===== src/rtl/prng_reseed_pkg.sv =====
package prng_reseed_pkg;

   typedef enum logic [2:0] {
      ST_IDLE   = 3'd0,
      ST_SWSEED = 3'd1,
      ST_FETCH  = 3'd2,
      ST_RUN    = 3'd3,
      ST_FAULT  = 3'd4
   } rs_state_e;

   localparam logic [1:0] MODE_DEFAULT = 2'd0;
   localparam logic [1:0] MODE_EXT     = 2'd1;
   localparam logic [1:0] MODE_SW      = 2'd2;

endpackage


===== src/rtl/reseed_wait_timer.sv =====
module reseed_wait_timer #(
   parameter int unsigned PreW      = 10,
   parameter int unsigned WaitW     = 16,
   parameter bit          EnTimeout = 1'b1
) (
   input  logic             clk_i,
   input  logic             rst_ni,
   input  logic             active_i,
   input  logic [PreW-1:0]  prescale_i,
   input  logic [WaitW-1:0] limit_i,
   output logic             expired_o
);

   if (PreW < 1 || WaitW < 1) begin : g_bad_width
      $error("reseed_wait_timer: widths must be at least 1");
   end

   if (EnTimeout) begin : g_timer
      logic [PreW-1:0]  cyc_q;
      logic [WaitW-1:0] tick_q;
      logic             tick;

      assign tick = active_i && (cyc_q == prescale_i);

      always_ff @(posedge clk_i or negedge rst_ni) begin
         if (!rst_ni) begin
            cyc_q  <= '0;
            tick_q <= '0;
         end else if (!active_i) begin
            cyc_q  <= '0;
            tick_q <= '0;
         end else begin
            cyc_q <= tick ? '0 : cyc_q + 1'b1;
            if (tick && !(&tick_q)) begin
               tick_q <= tick_q + 1'b1;
            end
         end
      end

      assign expired_o = active_i && (limit_i != '0) && (tick_q >= limit_i);
   end else begin : g_no_timer
      logic unused_timer_in;
      assign unused_timer_in = ^{clk_i, rst_ni, active_i, prescale_i, limit_i};
      assign expired_o = 1'b0;
   end

endmodule


===== src/rtl/reseed_hash_counter.sv =====
module reseed_hash_counter #(
   parameter int unsigned CntW = 10
) (
   input  logic            clk_i,
   input  logic            rst_ni,
   input  logic            done_i,
   input  logic            clr_i,
   input  logic [CntW-1:0] threshold_i,
   output logic [CntW-1:0] cnt_o,
   output logic            refresh_o
);

   if (CntW < 2) begin : g_bad_width
      $error("reseed_hash_counter: CntW must be at least 2");
   end

   logic [CntW-1:0] cnt_q, cnt_d;

   assign refresh_o = (threshold_i != '0) && (cnt_q >= threshold_i);

   always_comb begin
      if (clr_i) begin
         cnt_d = '0;
      end else if (refresh_o) begin
         cnt_d = done_i ? CntW'(1) : '0;
      end else if (done_i && !(&cnt_q)) begin
         cnt_d = cnt_q + 1'b1;
      end else begin
         cnt_d = cnt_q;
      end
   end

   always_ff @(posedge clk_i or negedge rst_ni) begin
      if (!rst_ni) begin
         cnt_q <= '0;
      end else begin
         cnt_q <= cnt_d;
      end
   end

   assign cnt_o = cnt_q;

endmodule


===== src/rtl/reseed_chunk_seq.sv =====
module reseed_chunk_seq #(
   parameter int unsigned NumChunks = 5,
   localparam int unsigned IdxW     = (NumChunks > 1) ? $clog2(NumChunks) : 1
) (
   input  logic            clk_i,
   input  logic            rst_ni,
   input  logic            restart_i,
   input  logic            adv_i,
   output logic [IdxW-1:0] idx_o,
   output logic            last_o
);

   localparam logic [IdxW-1:0] LastIdx = IdxW'(NumChunks - 1);

   logic [IdxW-1:0] idx_q;

   always_ff @(posedge clk_i or negedge rst_ni) begin
      if (!rst_ni) begin
         idx_q <= '0;
      end else if (restart_i) begin
         idx_q <= '0;
      end else if (adv_i) begin
         idx_q <= (idx_q == LastIdx) ? '0 : idx_q + 1'b1;
      end
   end

   assign idx_o  = idx_q;
   assign last_o = (idx_q == LastIdx);

endmodule


===== src/rtl/prng_reseed_ctrl.sv =====
module prng_reseed_ctrl
   import prng_reseed_pkg::*;
#(
   parameter int unsigned NumChunks = 5,
   parameter int unsigned WordW     = 32,
   parameter int unsigned PreW      = 10,
   parameter int unsigned WaitW     = 16,
   parameter int unsigned HashCntW  = 10,
   parameter bit          EnTimeout = 1'b1,
   localparam int unsigned IdxW     = (NumChunks > 1) ? $clog2(NumChunks) : 1
) (
   input  logic                clk_i,
   input  logic                rst_ni,
   input  logic [1:0]          mode_i,
   input  logic                entropy_ready_i,
   input  logic                seed_we_i,
   input  logic [IdxW-1:0]     seed_idx_i,
   input  logic [WordW-1:0]    seed_data_i,
   output logic                ent_req_o,
   input  logic                ent_ack_i,
   input  logic [WordW-1:0]    ent_data_i,
   input  logic [PreW-1:0]     prescale_i,
   input  logic [WaitW-1:0]    wait_limit_i,
   input  logic [HashCntW-1:0] threshold_i,
   input  logic                hash_done_i,
   input  logic                hash_cnt_clr_i,
   input  logic                manual_reseed_i,
   input  logic                err_processed_i,
   output logic                seed_load_o,
   output logic [IdxW-1:0]     seed_idx_o,
   output logic [WordW-1:0]    seed_word_o,
   output logic                ready_o,
   output logic                err_o,
   output logic [HashCntW-1:0] hash_cnt_o
);

   if (NumChunks < 2 || NumChunks > 64) begin : g_bad_chunks
      $error("prng_reseed_ctrl: NumChunks must lie in 2..64");
   end
   if (WordW < 1) begin : g_bad_word
      $error("prng_reseed_ctrl: WordW must be at least 1");
   end

   rs_state_e       state_q, state_d;
   logic [IdxW-1:0] chunk_idx;
   logic            chunk_last;
   logic            sw_hit, ext_hit;
   logic            expired;
   logic            refresh;
   logic            reseed_want;
   logic            seeding;

   assign seeding = (state_q == ST_SWSEED) || (state_q == ST_FETCH);
   assign sw_hit  = (state_q == ST_SWSEED) && seed_we_i && (seed_idx_i == chunk_idx);
   assign ext_hit = (state_q == ST_FETCH) && ent_ack_i;

   reseed_chunk_seq #(
      .NumChunks (NumChunks)
   ) u_chunk (
      .clk_i     (clk_i),
      .rst_ni    (rst_ni),
      .restart_i (!seeding),
      .adv_i     (sw_hit || ext_hit),
      .idx_o     (chunk_idx),
      .last_o    (chunk_last)
   );

   reseed_wait_timer #(
      .PreW      (PreW),
      .WaitW     (WaitW),
      .EnTimeout (EnTimeout)
   ) u_timer (
      .clk_i      (clk_i),
      .rst_ni     (rst_ni),
      .active_i   (state_q == ST_FETCH),
      .prescale_i (prescale_i),
      .limit_i    (wait_limit_i),
      .expired_o  (expired)
   );

   reseed_hash_counter #(
      .CntW (HashCntW)
   ) u_hash (
      .clk_i       (clk_i),
      .rst_ni      (rst_ni),
      .done_i      (hash_done_i),
      .clr_i       (hash_cnt_clr_i),
      .threshold_i (threshold_i),
      .cnt_o       (hash_cnt_o),
      .refresh_o   (refresh)
   );

   assign reseed_want = manual_reseed_i || refresh;

   always_comb begin
      state_d = state_q;
      unique case (state_q)
         ST_IDLE: begin
            if (entropy_ready_i && mode_i == MODE_EXT) begin
               state_d = ST_FETCH;
            end else if (entropy_ready_i && mode_i == MODE_SW) begin
               state_d = ST_SWSEED;
            end
         end
         ST_SWSEED: begin
            if (sw_hit && chunk_last) state_d = ST_RUN;
         end
         ST_FETCH: begin
            if (ext_hit && chunk_last) state_d = ST_RUN;
            else if (expired)          state_d = ST_FAULT;
         end
         ST_RUN: begin
            if (reseed_want && mode_i == MODE_EXT) state_d = ST_FETCH;
         end
         ST_FAULT: begin
            if (err_processed_i) state_d = ST_RUN;
         end
         default: state_d = ST_FAULT;
      endcase
   end

   always_ff @(posedge clk_i or negedge rst_ni) begin
      if (!rst_ni) begin
         state_q <= ST_IDLE;
      end else begin
         state_q <= state_d;
      end
   end

   assign seed_load_o = sw_hit || ext_hit;
   assign seed_idx_o  = chunk_idx;
   assign seed_word_o = ext_hit ? ent_data_i : seed_data_i;
   assign ent_req_o   = (state_q == ST_FETCH);
   assign ready_o     = (state_q == ST_IDLE) || (state_q == ST_RUN);
   assign err_o       = (state_q == ST_FAULT);

endmodule


===== config.mk =====
export PLATFORM = sky130hd
export DESIGN_NAME = prng_reseed_ctrl
export DESIGN_NICKNAME = d
export VERILOG_FILES = /design/src/rtl/prng_reseed_pkg.sv /design/src/rtl/reseed_wait_timer.sv /design/src/rtl/reseed_hash_counter.sv /design/src/rtl/reseed_chunk_seq.sv /design/src/rtl/prng_reseed_ctrl.sv
export SDC_FILE = /design/constraint.sdc
export NUM_CORES = 1
export LEC_CHECK = 0
export BUFFER_PORTS_ARGS = -buffer_cell sky130_fd_sc_hd__buf_2
export CORE_MARGIN = 3
export CORE_UTILIZATION = 49
export CTS_BUF_LIST = sky130_fd_sc_hd__clkbuf_4 sky130_fd_sc_hd__clkbuf_8
export DETAILED_ROUTE_END_ITERATION = 8
export HOLD_SLACK_MARGIN = 0.06
export PLACE_DENSITY = 0.85
export SLEW_MARGIN = 40
export SYNTH_ARGS = -nofsm -noshare
export SYNTH_HDL_FRONTEND = slang
export SYNTH_SLANG_ARGS = --single-unit

===== constraint.sdc =====
create_clock -name clk_i -period 2.7 [get_ports clk_i]
set_input_delay 0.675 -clock clk_i [delete_from_list [all_inputs] [get_ports clk_i]]
set_output_delay 0.675 -clock clk_i [all_outputs]
set_load 0.05 [all_outputs]

==> results of run 1 <==
## kinds of logic after synthesis
family | after synthesis | synth area share, %
AND/OR/NAND/NOR | 141 | 21.1
AO/OA/AOI/OAI | 59 | 11.1
buffers and inverters | 48 | 5.56
flip-flops | 42 | 29.7
XOR/XNOR | 40 | 9.91
multiplexers | 37 | 11.6
adder cells (fa/ha/maj) | 31 | 11.0
## power by group
group          internal, W  switching, W  leakage [nW]
combinational     0.000809       0.00110          1.99
sequential        0.000671     0.0000416         0.579
clock             0.000193      0.000223        0.0486
total              0.00167       0.00136          2.62
## layout make-up
| type | instances | area (µm²) |
|---|---|---|
| clock buffer | 6 | 76.3 |
| clock inverter | 2 | 13.8 |
| fill | 504 | 1770 |
| inverter | 38 | 145 |
| multi-input combinational | 308 | 2420 |
| sequential | 42 | 1050 |
| tap | 96 | 120 |
| timing repair buffer | 177 | 1310 |
## critical path, delay by kind of cell (launching register included)
family | cells | cell delay [ps]
multiplexers | 1 | 320
buffers and inverters | 3 | 410
flip-flops | 1 | 400
AND/OR/NAND/NOR | 2 | 620
## state kept, by name (all words and copies together) (netlist names)
register                count
u_chunk.idx_o               3
u_hash.cnt_o               10
u_timer.g_timer.cyc_q      10
state_q                     3
u_timer.g_timer.tick_q     16
## metal layers
layer	vias up	global-route usage, %
met1	1772	27.8
met5	-	0
li1	1754	-
met4	0	8.79
met2	164	48.7
met3	38	5.72
## timing repair
item / 4_1_cts / 5_1_grt
gates cloned: 1 / 2
resized for setup: 66 / 63
setup endpoints to repair: 32 / 32
setup buffers: 0 / 1
pin swaps: 0 / 1
## through the flow
stage | total power (W) | setup slack [ps] | cell area, µm²
3_5_place_dp | 0.00222 | -45.4 | 4510
6_report | 0.00304 | -16.8 | 5130
4_1_cts | 0.00280 | -19.6 | 4830
3_3_place_gp | 0.00217 | 26.4 | 4510
5_1_grt | 0.00318 | -73.0 | 5130
2_1_floorplan | 0.00178 | -6.62 | 3540
## worst paths after layout
kind	startpoint	end	slack [ps]
hold / removal	rst_ni	u_timer.g_timer.tick_q[1]	370
max in group asynchronous	rst_ni	state_q[0]	1960
hold reg to reg	u_timer.g_timer.cyc_q[0]	u_timer.g_timer.cyc_q[0]	550
min in group clk_i	u_timer.g_timer.cyc_q[0]	u_timer.g_timer.cyc_q[0]	550
setup / recovery	state_q[2]	seed_word_o[6]	-20
setup reg to reg	state_q[2]	u_timer.g_timer.tick_q[8]	190
## layout by cell type, fill, tap and decap left out, types with 3 or more instances in the layout
cell type and n:
a21o_1 4, a21oi_1 15, and3_1 7, buf_2 129, buf_4 12, buf_8 30, clkbuf_8 5, dfrtp_1 42
ha_1 31, inv_1 37, mux2_4 32, mux2i_1 4, nand2_1 19, nand2b_1 7, nand3_1 18, nand4_1 11
nor2_1 45, nor3_1 8, nor3_2 3, nor4_1 5, o21a_1 3, o21ai_0 10, o21ai_1 6, o31ai_1 4
xnor2_1 22, xor2_1 18
==> impl_results.md, run 1 <==
- Crit path cell chain: or3b_4, inv_4, and2_4, clkbuf_16, mux2_4, buf_8
- Buffers on Ports: 162
- Global-route wire length before repair: 17500 µm
- Synth warn: 0
- DRC: 0
- MaxCap Viol Count: 0
- Total congestion overflow: 0
- Tot GR Track Use: 25.7%
- Leakage power: 2.62 nW
- DRT Pass-1 Iters: 4
- Final Core Density: 74.3%
- Synth top cells by count: nor2_1 (45), dfrtp_1 (42), inv_1 (37)
- Top layer in use: met4
- Worst Hold Slack: 365 ps
- Fin crit share: 101%
- Yosys top cell by area: dfrtp_1
- Clock Tree Buf Depth: 2
- Largest stage delay, worst path: 400 ps
- Setup TNS: -129 ps
- Post-synthesis sequential area ratio: 29.7%
- Final worst-path setup slack: -16.8 ps
- Post-Syn Area: 3540 µm²
- Starting density of the core: 51.2%
- Cell with the most instances after synthesis: nor2_1
- Slowest cell on crit path: dfrtp_1
- FFs w/ async S/R, synth: 100%
- Fmax: 0.368 GHz
- RD Place Congestion: 0.870
- Synth Instances: 398
- Synth Register Bits: 42
- CTS root buf: clkbuf_8
- Vias in the first global route: 3684
- WS Path Type: register to output pin
- Startpoint Class: register
- Min-delay worst type: input pin to async pin
- Met2 wire length: 6310 µm
- Post-Syn Area per Cell: 8.88 µm²
- Die H: 90.9 µm
- Number of H-tree levels: 2
- Reg clk slew, reported paths: 80 ps
- CP Capture Type: output pin
- Top post-synthesis cells by area: dfrtp_1 (30%), ha_1 (11%), mux2_2 (10%)
- Die W: 90.9 µm
- WL final: 12000 µm
- PwrDens: 591 nW/µm²
- Final Hold Viols: 0
- Top_reg_cell synth: dfrtp_1
- Layout Nets: 717
- Clock Skew: 8.45 ps
- Setup violators final: 16
- Outcome: complete, but fails checks
- Routed Antenna Nets: 0
- Failing checks: negative setup slack
- Worst-Margin Slew: 765 ps
- Routed length on met3: 723 µm
- Worst-path maximum fanout: 8
- TritonCTS clock tree: built
- Final Slew Violations: 0
- Worst Path Arrival: 2040 ps
- Critical Path RT: 2030 ps
- Post-synth EDFFs: 0
- Synth top area share: 29.7%
- Share of cells above drive strength 1: 40.0%
- Via Count: 3728
- Largest net degree at the start of global routing: 43
- Routed len/inst: 18.0 µm
- Cells after DPL: 657
- FF-to-FF path depth: 8
- Syn_nets: 543
- Worst relative slew slack: 48.4%
- M1 wire length: 4500 µm
- Initial antenna violation count: 0
- Hpwl dp: 8500 µm
- Placeable Area: 6910 µm²
- RSZ-0062 raised after global routing: yes
- Die Area: 8270 µm²
- Std cell rows: 30
- # hold bufs at CTS: 0
- I/O Pins: 163
- Non-Filler Instances: 669
- Worst-Skew Late Latency: 290 ps
- Vias per cell: 5.57
- Initial drt markers: 186
- Cts bufs inserted: 5
- Max rail drop VDD: 0.000405 V
- Synth cell types: 54
- Min cycle time layout: 2720 ps
- Synth-to-layout area growth: 45.2%
- N_diodes: 0
- Clock sink total: 42
No activity file was read; power rests on OpenSTA's default activity.
==> inputs of run 2 (changes only) <==
- MAX_ROUTING_LAYER: unset -> met4
- PLACE_DENSITY: 0.85 -> 0.9
- clock period: 2.7 -> 2.8 ns (I/O delays scaled with it)
==> impl_results.md, run 2 (synthesis gave the netlist of run 1 again) <==
- Routed Antenna Nets: 0 (unchanged)
- Vias in the first global route: 3714 (was 3684)
- DRT Pass-1 Iters: 4 (unchanged)
- Worst-path maximum fanout: 16 (was 8)
- Hpwl dp: 8630 µm (was 8500 µm)
- Clock Tree Buf Depth: 2 (unchanged)
- Global-route wire length before repair: 17300 µm (was 17500 µm)
- Vias per cell: 5.33 (was 5.57)
- CP Capture Type: output pin (unchanged)
- Slowest cell on crit path: or3b_4 (was dfrtp_1)
- PwrDens: 552 nW/µm² (was 591 nW/µm²)
- Critical Path RT: 2100 ps (was 2030 ps)
- Clock sink total: 42 (unchanged)
- CTS root buf: clkbuf_8 (unchanged)
- Max rail drop VDD: 0.000341 V (was 0.000405 V)
- Non-Filler Instances: 669 (unchanged)
- Total congestion overflow: 0 (unchanged)
- Setup slack, reg-to-reg: 280 ps (was 190 ps)
- Worst Path Arrival: 2050 ps (was 2040 ps)
- Die W: 90.9 µm (unchanged)
- Worst-Skew Late Latency: 290 ps (about the same)
- Number of H-tree levels: 2 (unchanged)
- MaxCap Viol Count: 0 (unchanged)
- Buf/Inv on CP: 3 (unchanged)
- Synth-to-layout area growth: 36.3% (was 45.2%)
- N_diodes: 0 (unchanged)
- Worst relative slew slack: 66.6% (was 48.4%)
- Share of cells above drive strength 1: 40.0% (unchanged)
- Routed len/inst: 16.1 µm (was 18.0 µm)
- RSZ-0062 raised after global routing: no (was yes)
- Fmax: 0.364 GHz
- I/O Pins: 163 (unchanged)
- Layout Nets: 717 (unchanged)
- Final Hold Viols: 0 (unchanged)
- # hold bufs at CTS: 0 (unchanged)
- Die H: 90.9 µm (unchanged)
- Tot GR Track Use: 25.9% (was 25.7%)
- Worst-Margin Slew: 500 ps (was 765 ps)
- Setup TNS: 0 ps (was -129 ps)
- Cells after DPL: 659 (was 657)
- Final Slew Violations: 0 (unchanged)
- Largest net degree at the start of global routing: 20 (was 43)
- Largest Register: u_timer.g_timer.tick_q (unchanged)
- Setup violators final: 0 (was 16)
- RD Place Congestion: 0.879 (was 0.870)
- Leakage power: 2.44 nW (was 2.62 nW)
- Starting density of the core: 51.2% (unchanged)
- Filler cells: 559 (was 504)
- Worst Hold Slack: 227 ps (was 365 ps)
- Initial drt markers: 158 (was 186)
- Outcome: finished, final reports clean (was complete, but fails checks)
- Max reg flops: 16 (unchanged)
- Crit path cell chain: or3b_4, inv_6, and2_4, buf_12, mux2_2, buf_4 (was or3b_4, inv_4, and2_4, clkbuf_16, mux2_4, buf_8)
- Buffers on Ports: 162 (unchanged)
- Min-delay worst type: input pin to async pin (unchanged)
- Die Area: 8270 µm² (unchanged)
- Std cell rows: 30 (unchanged)
- Commonest non-fill, non-tap cells in the layout: buf_2 (130), nor2_1 (45), dfrtp_1 (42) (was buf_2 (129), nor2_1 (45), dfrtp_1 (42))
- Startpoint Class: register (unchanged)
- Reg clk slew, reported paths: 80 ps (about the same)
- Initial antenna violation count: 0 (unchanged)
- Min cycle time layout: 2750 ps
- Top delay family on crit path: simple AND/OR/NAND/NOR gates (unchanged)
- Largest stage delay, worst path: 430 ps (was 400 ps)
- DRC: 0 (unchanged)
- Via Count: 3569 (was 3728)
- Cts bufs inserted: 5 (unchanged)
- Fin crit share: 98.1%
- Placeable Area: 6910 µm² (unchanged)
- Commonest non-fill, non-tap cell in the layout: buf_2 (unchanged)
- Clock Skew: 8.68 ps (was 8.45 ps)
- TritonCTS clock tree: built (unchanged)
- WS Path Type: register to output pin (unchanged)
- WL final: 10800 µm (was 12000 µm)
-- run 2: metal layers --
layer | vias to the layer above | wire length, µm | track usage, % | part of all wire [%]
met2 | 135 | 5720 | 48.3 | 53
met4 | 0 | 266 | 7.29 | 2.5
met5 | - | 0 | - | 0
met3 | 26 | 637 | 4.97 | 5.9
li1 | 1752 | - | - | -
met1 | 1656 | 4130 | 27.8 | 38
-- run 2: through the flow --
stage / setup slack (ps) / instance area, µm² / power [W] / utilization [%]
after floorplan: 68.4 / 3540 / 0.00172 / -
after global placement: 93.7 / 4530 / 0.00209 / 65.5
after detailed placement: -91.6 / 4530 / 0.00212 / 65.5
after CTS: 1.31 / 4760 / 0.00264 / 68.9
after global routing: 0.947 / 4820 / 0.00282 / 69.8
final: 52.9 / 4820 / 0.00266 / 69.8
-- run 2: worst register-to-register path, delay by kind of cell (launching register included) --
kind	cells	cell delay (ps)
muxes	1	330
buffers and inverters	2	240
adders and majority gates	1	260
and+or+nand+nor	1	160
AOI/OAI and AO/OA	4	1010
DFF	1	420
-- run 2: cell type report --
class                           count  area (µm²)  share of cell area (%)
Timing Repair Buffer              177        1110                    23.1
Clock inverter                      2        12.5                   0.260
Multi-Input combinational cell    308        2290                    47.5
Inverter                           38         148                    3.06
Tap cell                           96         120                    2.49
Sequential cell                    42        1050                    21.8
Clock buffer                        6        82.6                    1.71
-- run 2: path summary, 6_finish.rpt --
check / start / endpoint / cells after the start
setup / recovery: state_q[2] / seed_word_o[25] / 6
hold / removal: rst_ni / u_timer.g_timer.tick_q[4] / 1
setup reg to reg: u_timer.g_timer.tick_q[0] / state_q[0] / 9
hold reg to reg: u_timer.g_timer.cyc_q[0] / u_timer.g_timer.cyc_q[0] / 1
max in group asynchronous: rst_ni / u_hash.cnt_o[9] / 2
min in group clk_i: u_timer.g_timer.cyc_q[0] / u_timer.g_timer.cyc_q[0] / 1
-- run 2: what timing repair did --
action | in CTS | in global routing
setup endpoints to repair | 32 | 16
resized for setup | 35 | 37
buffers inserted | 1 | 0
cloned | 1 | 0
-- run 2: where the power goes --
part           total [W]  switching, W  internal, W  leakage (nW)
Clock           0.000403      0.000205     0.000198        0.0472
Sequential      0.000688     0.0000401     0.000647         0.579
Combinational    0.00157      0.000961     0.000609          1.81
